File: src/rtl/cpl_chk_pkg.sv
package cpl_chk_pkg;
  localparam int IRQ_N     = 4;
  localparam int IRQ_UNEXP = 0;
  localparam int IRQ_UR    = 1;
  localparam int IRQ_CERR  = 2;
  localparam int IRQ_TMO   = 3;

  localparam logic [2:0] CST_SC = 3'b000;
  localparam logic [2:0] CST_UR = 3'b001;

  typedef enum logic [1:0] {
    CLS_GOOD = 2'd0,
    CLS_UR   = 2'd1,
    CLS_ERR  = 2'd2
  } cpl_cls_e;

  typedef enum logic {
    TRK_IDLE = 1'b0,
    TRK_WAIT = 1'b1
  } trk_state_e;
endpackage

File: src/rtl/cpl_match.sv
module cpl_match
  import cpl_chk_pkg::*;
#(
  parameter int ADDR_W = 32,
  parameter int LEN_W  = 10,
  parameter int TAG_W  = 8
) (
  input  logic [ADDR_W-1:0] trk_addr_i,
  input  logic [LEN_W-1:0]  trk_len_i,
  input  logic [TAG_W-1:0]  trk_tag_i,
  input  logic [ADDR_W-1:0] cpl_addr_i,
  input  logic [LEN_W-1:0]  cpl_len_i,
  input  logic [TAG_W-1:0]  cpl_tag_i,
  input  logic [2:0]        cpl_status_i,
  input  logic              cpl_err_i,
  output logic              hit_o,
  output cpl_cls_e          cls_o
);
  assign hit_o = (trk_addr_i == cpl_addr_i) &&
                 (trk_len_i  == cpl_len_i)  &&
                 (trk_tag_i  == cpl_tag_i);

  // error flag dominates the status field
  always_comb begin
    if (cpl_err_i)                  cls_o = CLS_ERR;
    else if (cpl_status_i == CST_SC) cls_o = CLS_GOOD;
    else if (cpl_status_i == CST_UR) cls_o = CLS_UR;
    else                             cls_o = CLS_ERR;
  end
endmodule

File: config.mk
export PLATFORM = sky130hd
export DESIGN_NAME = cpl_match
export DESIGN_NICKNAME = d
export VERILOG_FILES = /design/src/rtl/cpl_chk_pkg.sv /design/src/rtl/cpl_match.sv
export SDC_FILE = /design/constraint.sdc
export NUM_CORES = 1
export LEC_CHECK = 0
export BUFFER_PORTS_ARGS = -buffer_cell sky130_fd_sc_hd__buf_2
export CAP_MARGIN = 20
export CORE_AREA = 5 5 52 54
export DETAILED_ROUTE_END_ITERATION = 8
export DIE_AREA = 0 0 57 59
export PLACE_DENSITY = 0.81
export SLEW_MARGIN = 20
export SYNTH_ARGS = -nofsm -noshare
export SYNTH_HDL_FRONTEND = slang
export SYNTH_SLANG_ARGS = --single-unit
File: constraint.sdc
create_clock -name vclk -period 1.5
set_clock_uncertainty 0.1 [all_clocks]
set_input_delay 0.3 -clock vclk [all_inputs]
set_output_delay 0.3 -clock vclk [all_outputs]
set_load 0.05 [all_outputs]
# Word-level counts from Yosys, hierarchy flattened
# Cells that the tools add are included.
# classes
magnitude_cmp	0
multipliers	0
muxes	3
div	0
n_eq_ne	4
shift	0
reduce_logical	3
bitwise_logic	0
addsub	0
# ops
cell	n
32-bit == test	1
10-bit == test	1
8-bit == test	1
2-bit 2-to-1 mux	3
3-bit by 1-bit == test with 1-bit output, second input constant	1
3-bit zero test	1
1-bit logical AND	2
# word_totals
latchBits	0
n_memories	0
mem_bits_ro	0
out_inout_bits	3
ramBits	0
in_bits	104
register_bits	0
word_cells	10

# Longest topological paths before layout
# Gate-level depths: netlist (run 1).
# logic_depth
word_depth	4
depth_mapped	4
mapped_depth_nobuf	4

# Worst setup path after synthesis (run 1)
# Ideal clock, no wire load.
# synth_path
kind	input to output
start	input port cpl_addr_i[17]
end	output port hit_o
setup_slack_ns	-0.699
stages	4
path_buffers	0
arrival_ns	1.799
t_required_ns	1.100
cell_sequence	xor2_1 nor4_1 nand4_1 nor4_2
# synth_via
elab_chain_len	3
# synth_lines
item	line_no	rtl
start: declaration	cpl_match.sv:11	input logic [ADDR_W-1:0] cpl_addr_i,
32-bit == test	cpl_match.sv:19	assign hit_o = (trk_addr_i == cpl_addr_i) &&
1-bit logical AND	cpl_match.sv:19	
1-bit logical AND	cpl_match.sv:20	(trk_len_i == cpl_len_i) &&
end: declaration	cpl_match.sv:16	output logic hit_o,
# Every way passes these cells.

# Worst setup path after layout (run 1)
# layout_path
start	input port cpl_addr_i[27]
end	output port hit_o
# The elaborated chain is that of the path after synthesis.

==> flow_summary.html, run 1 <==
<table>
<tr><th>Metric</th><th>Value</th></tr>
<tr><th colspan="2">Outcome</th></tr>
<tr><td>Result of the run</td><td>complete, but fails checks</td></tr>
<tr><td>Failing checks</td><td>setup timing</td></tr>
<tr><th colspan="2">Setup path</th></tr>
<tr><td>Largest fanout of any net on the critical path</td><td>1</td></tr>
<tr><td>Critical path origin</td><td>cpl_addr_i[27]</td></tr>
<tr><td>Crit Path Class</td><td>in -&gt; out</td></tr>
<tr><td>Kind of capture point of the worst setup path</td><td>primary output</td></tr>
<tr><td>CP Launch Type</td><td>input pin</td></tr>
<tr><td>Worst path arrival time</td><td>between 1500 and 2000 ps</td></tr>
<tr><td>Data required, critical path</td><td>1100 ps</td></tr>
<tr><th colspan="2">Pwr</th></tr>
<tr><td>Peak supply drop</td><td>0.1282 mV</td></tr>
<tr><td>Leakage dissipation</td><td>0.6906 nW</td></tr>
<tr><td>Power per Cell Area</td><td>236.0 mW/mm^2</td></tr>
<tr><td>Overall power consumption</td><td>0.2944 mW</td></tr>
<tr><th colspan="2">Die</th></tr>
<tr><td>Number of top-level design ports</td><td>107</td></tr>
<tr><td>Initial cell density of the core</td><td>approximately a quarter</td></tr>
<tr><td>Std cell rows</td><td>17</td></tr>
<tr><td>Die boundary height</td><td>59 um</td></tr>
<tr><td>Horizontal extent of the die</td><td>57 um</td></tr>
<tr><td>Die area</td><td>0.003363 sq mm</td></tr>
<tr><td>Placeable core region</td><td>0.002170 sq mm</td></tr>
<tr><th colspan="2">Min path</th></tr>
<tr><td>Hold path startpoint</td><td>cpl_status_i[0]</td></tr>
<tr><td>Class of the tightest hold or removal check</td><td>in -&gt; out</td></tr>
<tr><th colspan="2">Finish</th></tr>
<tr><td>Number of antenna diodes</td><td>0</td></tr>
<tr><td>Fill count</td><td>204</td></tr>
<tr><td>Sequential cell count</td><td>0</td></tr>
<tr><td>Post-layout nets</td><td>283</td></tr>
<tr><td>Count of clock buffers in the final design</td><td>0</td></tr>
<tr><td>Commonest non-fill, non-tap cell in the layout</td><td>sky130_fd_sc_hd__buf_2</td></tr>
<tr><td>Area growth syn-to-layout</td><td>119.6%</td></tr>
<tr><td>Layout cells sized above 1</td><td>a little over three fifths</td></tr>
<tr><td>Area occupied by multi-input gates</td><td>around 590 sq um</td></tr>
<tr><td>Layout Cell Area excl Fill</td><td>approximately 0.0012 sq mm</td></tr>
<tr><td>Combined flip-flop and latch cell area</td><td>0 sq um</td></tr>
<tr><td>Share of the core filled with cells</td><td>57.50%</td></tr>
<tr><td>Highest-count cells in the layout ignoring fill and taps</td><td>sky130_fd_sc_hd__buf_2 (94), sky130_fd_sc_hd__xor2_1 (48), sky130_fd_sc_hd__buf_6 (13)</td></tr>
<tr><th colspan="2">STA</th></tr>
<tr><td>Least setup slack across all paths after layout</td><td>-434.6 ps</td></tr>
<tr><td>Max frequency</td><td>slightly above 500 MHz</td></tr>
<tr><td>Final Hold Fails</td><td>0</td></tr>
<tr><td>Setup-violating endpoint count in the final report</td><td>1</td></tr>
<tr><td>Slew of the pin with the lowest slew margin</td><td>273.3 ps</td></tr>
<tr><td>Total count of max-transition violations in the final report</td><td>0</td></tr>
<tr><td>Final critical delay including setup and external delays</td><td>1935 ps</td></tr>
<tr><td>Crit share post-route</td><td>129.0%</td></tr>
<tr><td>Worst relative slew slack</td><td>81.61%</td></tr>
<tr><td>Unrepaired setup endpoints after global routing</td><td>true</td></tr>
<tr><th colspan="2">Detailed routing</th></tr>
<tr><td>Wire length reported by the detailed router</td><td>2355 um</td></tr>
<tr><td>Initial DRT Pass Iterations</td><td>3</td></tr>
<tr><td>Routed via count</td><td>between 800 and 900</td></tr>
<tr><td>Violation count after the first detailed-routing iteration</td><td>26</td></tr>
<tr><td>Drt drc</td><td>0</td></tr>
<tr><td>Detail-routed via count per cell</td><td>~4.3</td></tr>
<tr><td>Count of antenna-violating nets left after detailed routing</td><td>0</td></tr>
<tr><td>Average wire length per cell after detail routing</td><td>11.49 um</td></tr>
<tr><th colspan="2">Placed design</th></tr>
<tr><td>Placed inst area</td><td>approximately 0.0012 sq mm</td></tr>
<tr><td>Final weighted congestion of routability-driven global placement</td><td>0.7326</td></tr>
<tr><td>Worst setup slack after placement</td><td>-560.9 ps</td></tr>
<tr><td>Sum of net half-perimeters after detailed placement</td><td>around 2100 um</td></tr>
<tr><td>Number of buffers inserted by port buffering</td><td>107</td></tr>
<tr><th colspan="2">Clock network</th></tr>
<tr><td>Total setup buffers inserted after CTS</td><td>0</td></tr>
<tr><td>Number of buffers added to fix hold violations after cts</td><td>0</td></tr>
<tr><th colspan="2">Synth</th></tr>
<tr><td>Total nets after synthesis</td><td>174</td></tr>
<tr><td>Yosys warning total</td><td>0</td></tr>
<tr><td>Post-Syn Area per Cell</td><td>8.115 sq um</td></tr>
<tr><td>Number of different library cells in the post-synthesis netlist</td><td>9</td></tr>
<tr><td>Cell Area, Synth</td><td>568.0 sq um</td></tr>
<tr><td>Sequential-to-total area share from yosys stat</td><td>0%</td></tr>
<tr><td>Post-synthesis instance total</td><td>70</td></tr>
<tr><th colspan="2">Flow run</th></tr>
<tr><td>Maxcap violations</td><td>0</td></tr>
<tr><th colspan="2">Global routing</th></tr>
<tr><td>Maximum number of pins on one net before global-route repair</td><td>3</td></tr>
<tr><td>Wire length of the first global-routing pass</td><td>around 3700 um</td></tr>
<tr><td>Overall overflow remaining after global route</td><td>0</td></tr>
<tr><td>GR Util All Layers</td><td>between 10 and 15%</td></tr>
<tr><td>Number of global-route vias before repair</td><td>997</td></tr>
<tr><td>Antenna violations before repair</td><td>0</td></tr>
</table>
==> synth_stat cells <==
cell type | instances | area share (%)
sky130_fd_sc_hd__nor4_1 | 11 | 12
sky130_fd_sc_hd__nor2_1 | 1 | 0.66
sky130_fd_sc_hd__nand4_1 | 2 | 2.2
sky130_fd_sc_hd__inv_1 | 1 | 0.66
sky130_fd_sc_hd__xor2_1 | 48 | 74
sky130_fd_sc_hd__xnor2_1 | 2 | 3.1
sky130_fd_sc_hd__nor4_2 | 2 | 4.4
sky130_fd_sc_hd__nand3_1 | 2 | 1.8
sky130_fd_sc_hd__or3_1 | 1 | 1.1
==> routing by layer <==
layer  routed length, um  part of all wire, %  GRT usage (%)  vias up
li1                    -                    -              -      456
met1                 746                   32          12.61      372
met2                1300                   55          27.73       62
met3                 308                   13          2.614        0
met4                   0                    0              0        0
met5                   0                    0              0        -
==> report_power, final <==
group	internal (mW)	switching (mW)	total (mW)	leakage (nW)
logic	0.180	0.114	0.294	0.691
clock network	0	0	0	0
registers	0	0	0	0
total	0.180	0.114	0.294	0.691
==> repair_timing <==
action,in CTS,in global routing
setup endpoints to repair,2,2
pin swaps,11,15
gates resized for setup,8,8
==> cell families (layout without fill, tap and decap cells) <==
kind of cell	Yosys count	after routing	synth area share, %
xor+xnor	50	50	77.09
simple gates	19	19	22.25
buf+inv	1	108	0.6602
==> worst max-delay path: stages <==
cell	delay (ps)
sky130_fd_sc_hd__buf_2	100
sky130_fd_sc_hd__xor2_1	150
sky130_fd_sc_hd__nor4_2	290
sky130_fd_sc_hd__nand4_1	190
sky130_fd_sc_hd__nor4_4	300
sky130_fd_sc_hd__buf_6	190
==> final timing paths <==
| kind | slack (ps) | cells after the start | end |
|---|---|---|---|
| max | -430 | 6 | hit_o |
| min | 850 | 4 | cls_o[0] |
==> metrics by stage <==
stage	TNS (ps)	hold slack, ps	cells
floorplan	-432.4	651.4	70
global placement	-572.8	900.4	205
detailed placement	-604.2	902.6	205
CTS	-454.1	879.2	205
global route	-515.2	881.2	205
finish	-434.6	847.6	205
==> area by class of cell <==
cell class / count / area share, %
well taps: 28 / 2.808
repair buffers: 107 / 49.45
inverters: 1 / 0.3009
multi-input cells: 69 / 47.44
(Power assumes the default switching activity.)
==> inputs of run 2 (changes only) <==
CORE_AREA = 5 5 45 63   (was 5 5 52 54)
DIE_AREA = 0 0 50 68   (was 0 0 57 59)
PLACE_DENSITY = 0.8   (was 0.81)
==> run 2 against run 1 <==
The run still ends with setup timing left. Flip-flop and latch count unchanged. Critical path depth unchanged. Sequential share of layout area unchanged. Setup slack better by 14 ps. Total power down 5.4%. Cell count down 2.4%. Via count up 2.9%. Non-clock buffer count unchanged. Maximum frequency up 0.74%. Routed wire length down 8.8%. Cell area down 5.5%. Global-route usage down 0.83 points.
==> flow_summary.html, run 2 (same netlist as run 1, synthesis figures left out) <==
<table>
<tr><th>Metric</th><th>Value</th></tr>
<tr><th colspan="2">Pwr</th></tr>
<tr><td>Share of power burned in the clock network</td><td>0%</td></tr>
<tr><td>Register share of total power</td><td>0%</td></tr>
<tr><td>Power share of the combinational group</td><td>100.0%</td></tr>
<tr><td>Switching Share</td><td>just over 40%</td></tr>
<tr><td>Power per Cell Area</td><td>236.3 mW/mm^2</td></tr>
<tr><td>Peak supply drop</td><td>0.1088 mV</td></tr>
<tr><td>Leakage dissipation</td><td>about 0.67 nW</td></tr>
<tr><td>Overall power consumption</td><td>0.2785 mW</td></tr>
<tr><td>Switching power total</td><td>0.1149 mW</td></tr>
<tr><td>Cell-internal power</td><td>between 0.15 and 0.2 mW</td></tr>
<tr><th colspan="2">Detailed routing</th></tr>
<tr><td>Initial DRT Pass Iterations</td><td>2</td></tr>
<tr><td>Violation count after the first detailed-routing iteration</td><td>2</td></tr>
<tr><td>Routed via count</td><td>just over 900</td></tr>
<tr><td>Average wire length per cell after detail routing</td><td>10.74 um</td></tr>
<tr><td>Detail-routed via count per cell</td><td>4.580</td></tr>
<tr><td>Count of antenna-violating nets left after detailed routing</td><td>0</td></tr>
<tr><td>Wire length reported by the detailed router</td><td>2147 um</td></tr>
<tr><td>Drt drc</td><td>0</td></tr>
<tr><th colspan="2">Setup path</th></tr>
<tr><td>Largest fanout of any net on the critical path</td><td>1</td></tr>
<tr><td>Crit Path Class</td><td>in -&gt; out</td></tr>
<tr><td>Worst path arrival time</td><td>about 1500 ps</td></tr>
<tr><td>CP Launch Type</td><td>input pin</td></tr>
<tr><td>Kind of capture point of the worst setup path</td><td>primary output</td></tr>
<tr><td>Data required, critical path</td><td>1100 ps</td></tr>
<tr><th colspan="2">Min path</th></tr>
<tr><td>Class of the tightest hold or removal check</td><td>in -&gt; out</td></tr>
<tr><td>WHS Path Cells</td><td>4</td></tr>
<tr><th colspan="2">STA</th></tr>
<tr><td>Worst relative slew slack</td><td>around four fifths</td></tr>
<tr><td>Slew of the pin with the lowest slew margin</td><td>292.0 ps</td></tr>
<tr><td>Final critical delay including setup and external delays</td><td>1920 ps</td></tr>
<tr><td>Unrepaired setup endpoints after global routing</td><td>true</td></tr>
<tr><td>Least setup slack across all paths after layout</td><td>-420.3 ps</td></tr>
<tr><td>Sum of negative setup slack</td><td>-420.3 ps</td></tr>
<tr><td>Final Hold Fails</td><td>0</td></tr>
<tr><td>Max frequency</td><td>520.7 MHz</td></tr>
<tr><td>Setup-violating endpoint count in the final report</td><td>1</td></tr>
<tr><td>Total count of max-transition violations in the final report</td><td>0</td></tr>
<tr><td>Crit share post-route</td><td>128.0%</td></tr>
<tr><th colspan="2">Global routing</th></tr>
<tr><td>GR Util All Layers</td><td>11.82%</td></tr>
<tr><td>Antenna violations before repair</td><td>0</td></tr>
<tr><td>Wire length of the first global-routing pass</td><td>roughly 3400 um</td></tr>
<tr><td>Overall overflow remaining after global route</td><td>0</td></tr>
<tr><td>Number of global-route vias before repair</td><td>~890</td></tr>
<tr><td>Maximum number of pins on one net before global-route repair</td><td>3</td></tr>
<tr><th colspan="2">Finish</th></tr>
<tr><td>Cell Count, Final, Fillers Out</td><td>200</td></tr>
<tr><td>Post-layout nets</td><td>around 280</td></tr>
<tr><td>Share of the core filled with cells</td><td>52.16%</td></tr>
<tr><td>Combined flip-flop and latch cell area</td><td>0 sq um</td></tr>
<tr><td>Area growth syn-to-layout</td><td>107.5%</td></tr>
<tr><td>Number of antenna diodes</td><td>0</td></tr>
<tr><td>Count of clock buffers in the final design</td><td>0</td></tr>
<tr><td>Commonest non-fill, non-tap cell in the layout</td><td>sky130_fd_sc_hd__buf_2</td></tr>
<tr><td>Highest-count cells in the layout ignoring fill and taps</td><td>sky130_fd_sc_hd__buf_2 (105), sky130_fd_sc_hd__xor2_1 (48), sky130_fd_sc_hd__nor4_1 (9)</td></tr>
<tr><td>Layout cells sized above 1</td><td>63.84%</td></tr>
<tr><td>Sequential cell count</td><td>0</td></tr>
<tr><th colspan="2">Placed design</th></tr>
<tr><td>Sum of net half-perimeters after detailed placement</td><td>between 2000 and 2500 um</td></tr>
<tr><td>Number of buffers inserted by port buffering</td><td>107</td></tr>
<tr><td>Final weighted congestion of routability-driven global placement</td><td>approximately 0.65</td></tr>
<tr><td>Post-placement cell count</td><td>200</td></tr>
<tr><th colspan="2">Clock network</th></tr>
<tr><td>Total setup buffers inserted after CTS</td><td>0</td></tr>
<tr><td>Number of buffers added to fix hold violations after cts</td><td>0</td></tr>
<tr><th colspan="2">Outcome</th></tr>
<tr><td>Result of the run</td><td>complete, but fails checks</td></tr>
<tr><td>Failing checks</td><td>setup timing</td></tr>
<tr><th colspan="2">Die</th></tr>
<tr><td>Std cell rows</td><td>21</td></tr>
<tr><td>Die boundary height</td><td>68 um</td></tr>
<tr><td>Die area</td><td>~0.0034 sq mm</td></tr>
<tr><td>Placeable core region</td><td>0.002260 sq mm</td></tr>
<tr><td>Initial cell density of the core</td><td>25.14%</td></tr>
<tr><td>Horizontal extent of the die</td><td>around 50 um</td></tr>
<tr><td>Number of top-level design ports</td><td>107</td></tr>
<tr><th colspan="2">Flow run</th></tr>
<tr><td>Maxcap violations</td><td>0</td></tr>
</table>
run 2: cell counts in the layout (fill, tap and decap cells not counted):
Identical to the previous run, type by type.
run 2: through the flow:
stage	cell area (sq um)	hold WS (ps)	worst slack, ps
6_report	1179	856.2	-420.3
5_1_grt	1179	868.5	-517.4
4_1_cts	1162	889.4	-458.6
3_5_place_dp	1154	911.9	-534.3
3_3_place_gp	1154	899.8	-587.7
2_1_floorplan	589.3	651.4	-432.4
run 2: power by group through the flow:
stage | Sequential, mW | Clock [mW] | Combinational [mW]
after global routing | 0 | 0 | 0.314
after floorplan | 0 | 0 | 0.109
after CTS | 0 | 0 | 0.278
after detailed placement | 0 | 0 | 0.276
final | 0 | 0 | 0.279
after global placement | 0 | 0 | 0.271
run 2: metal layers:
layer  routed length (um)  track usage, %
met1                  608           12.02
met2                 1132           23.90
met5                    0               0
met3                  405           4.139
met4                    0               0
run 2: worst paths after layout:
path                        start        to  slack (ps)
hold / removal    cpl_status_i[0]  cls_o[0]         860
setup / recovery   cpl_addr_i[20]     hit_o        -420
run 2: what timing repair did:
item	4_1_cts	5_1_grt
endpoints found under the setup margin	2	2
pin swaps	0	2
resized for setup	3	3
run 2: layout make-up:
type,count,area [sq um]
multi-input combinational,69,598.1
fill,232,1081
timing repair buffer,107,548.0
inverter,1,3.754
tap,23,28.78
run 2: critical path, cell delays in order:
cell and delay, ps:
sky130_fd_sc_hd__buf_2 100, sky130_fd_sc_hd__xor2_1 150, sky130_fd_sc_hd__nor4_1 290, sky130_fd_sc_hd__nand4_1 200, sky130_fd_sc_hd__nor4_4 290, sky130_fd_sc_hd__buf_6 190
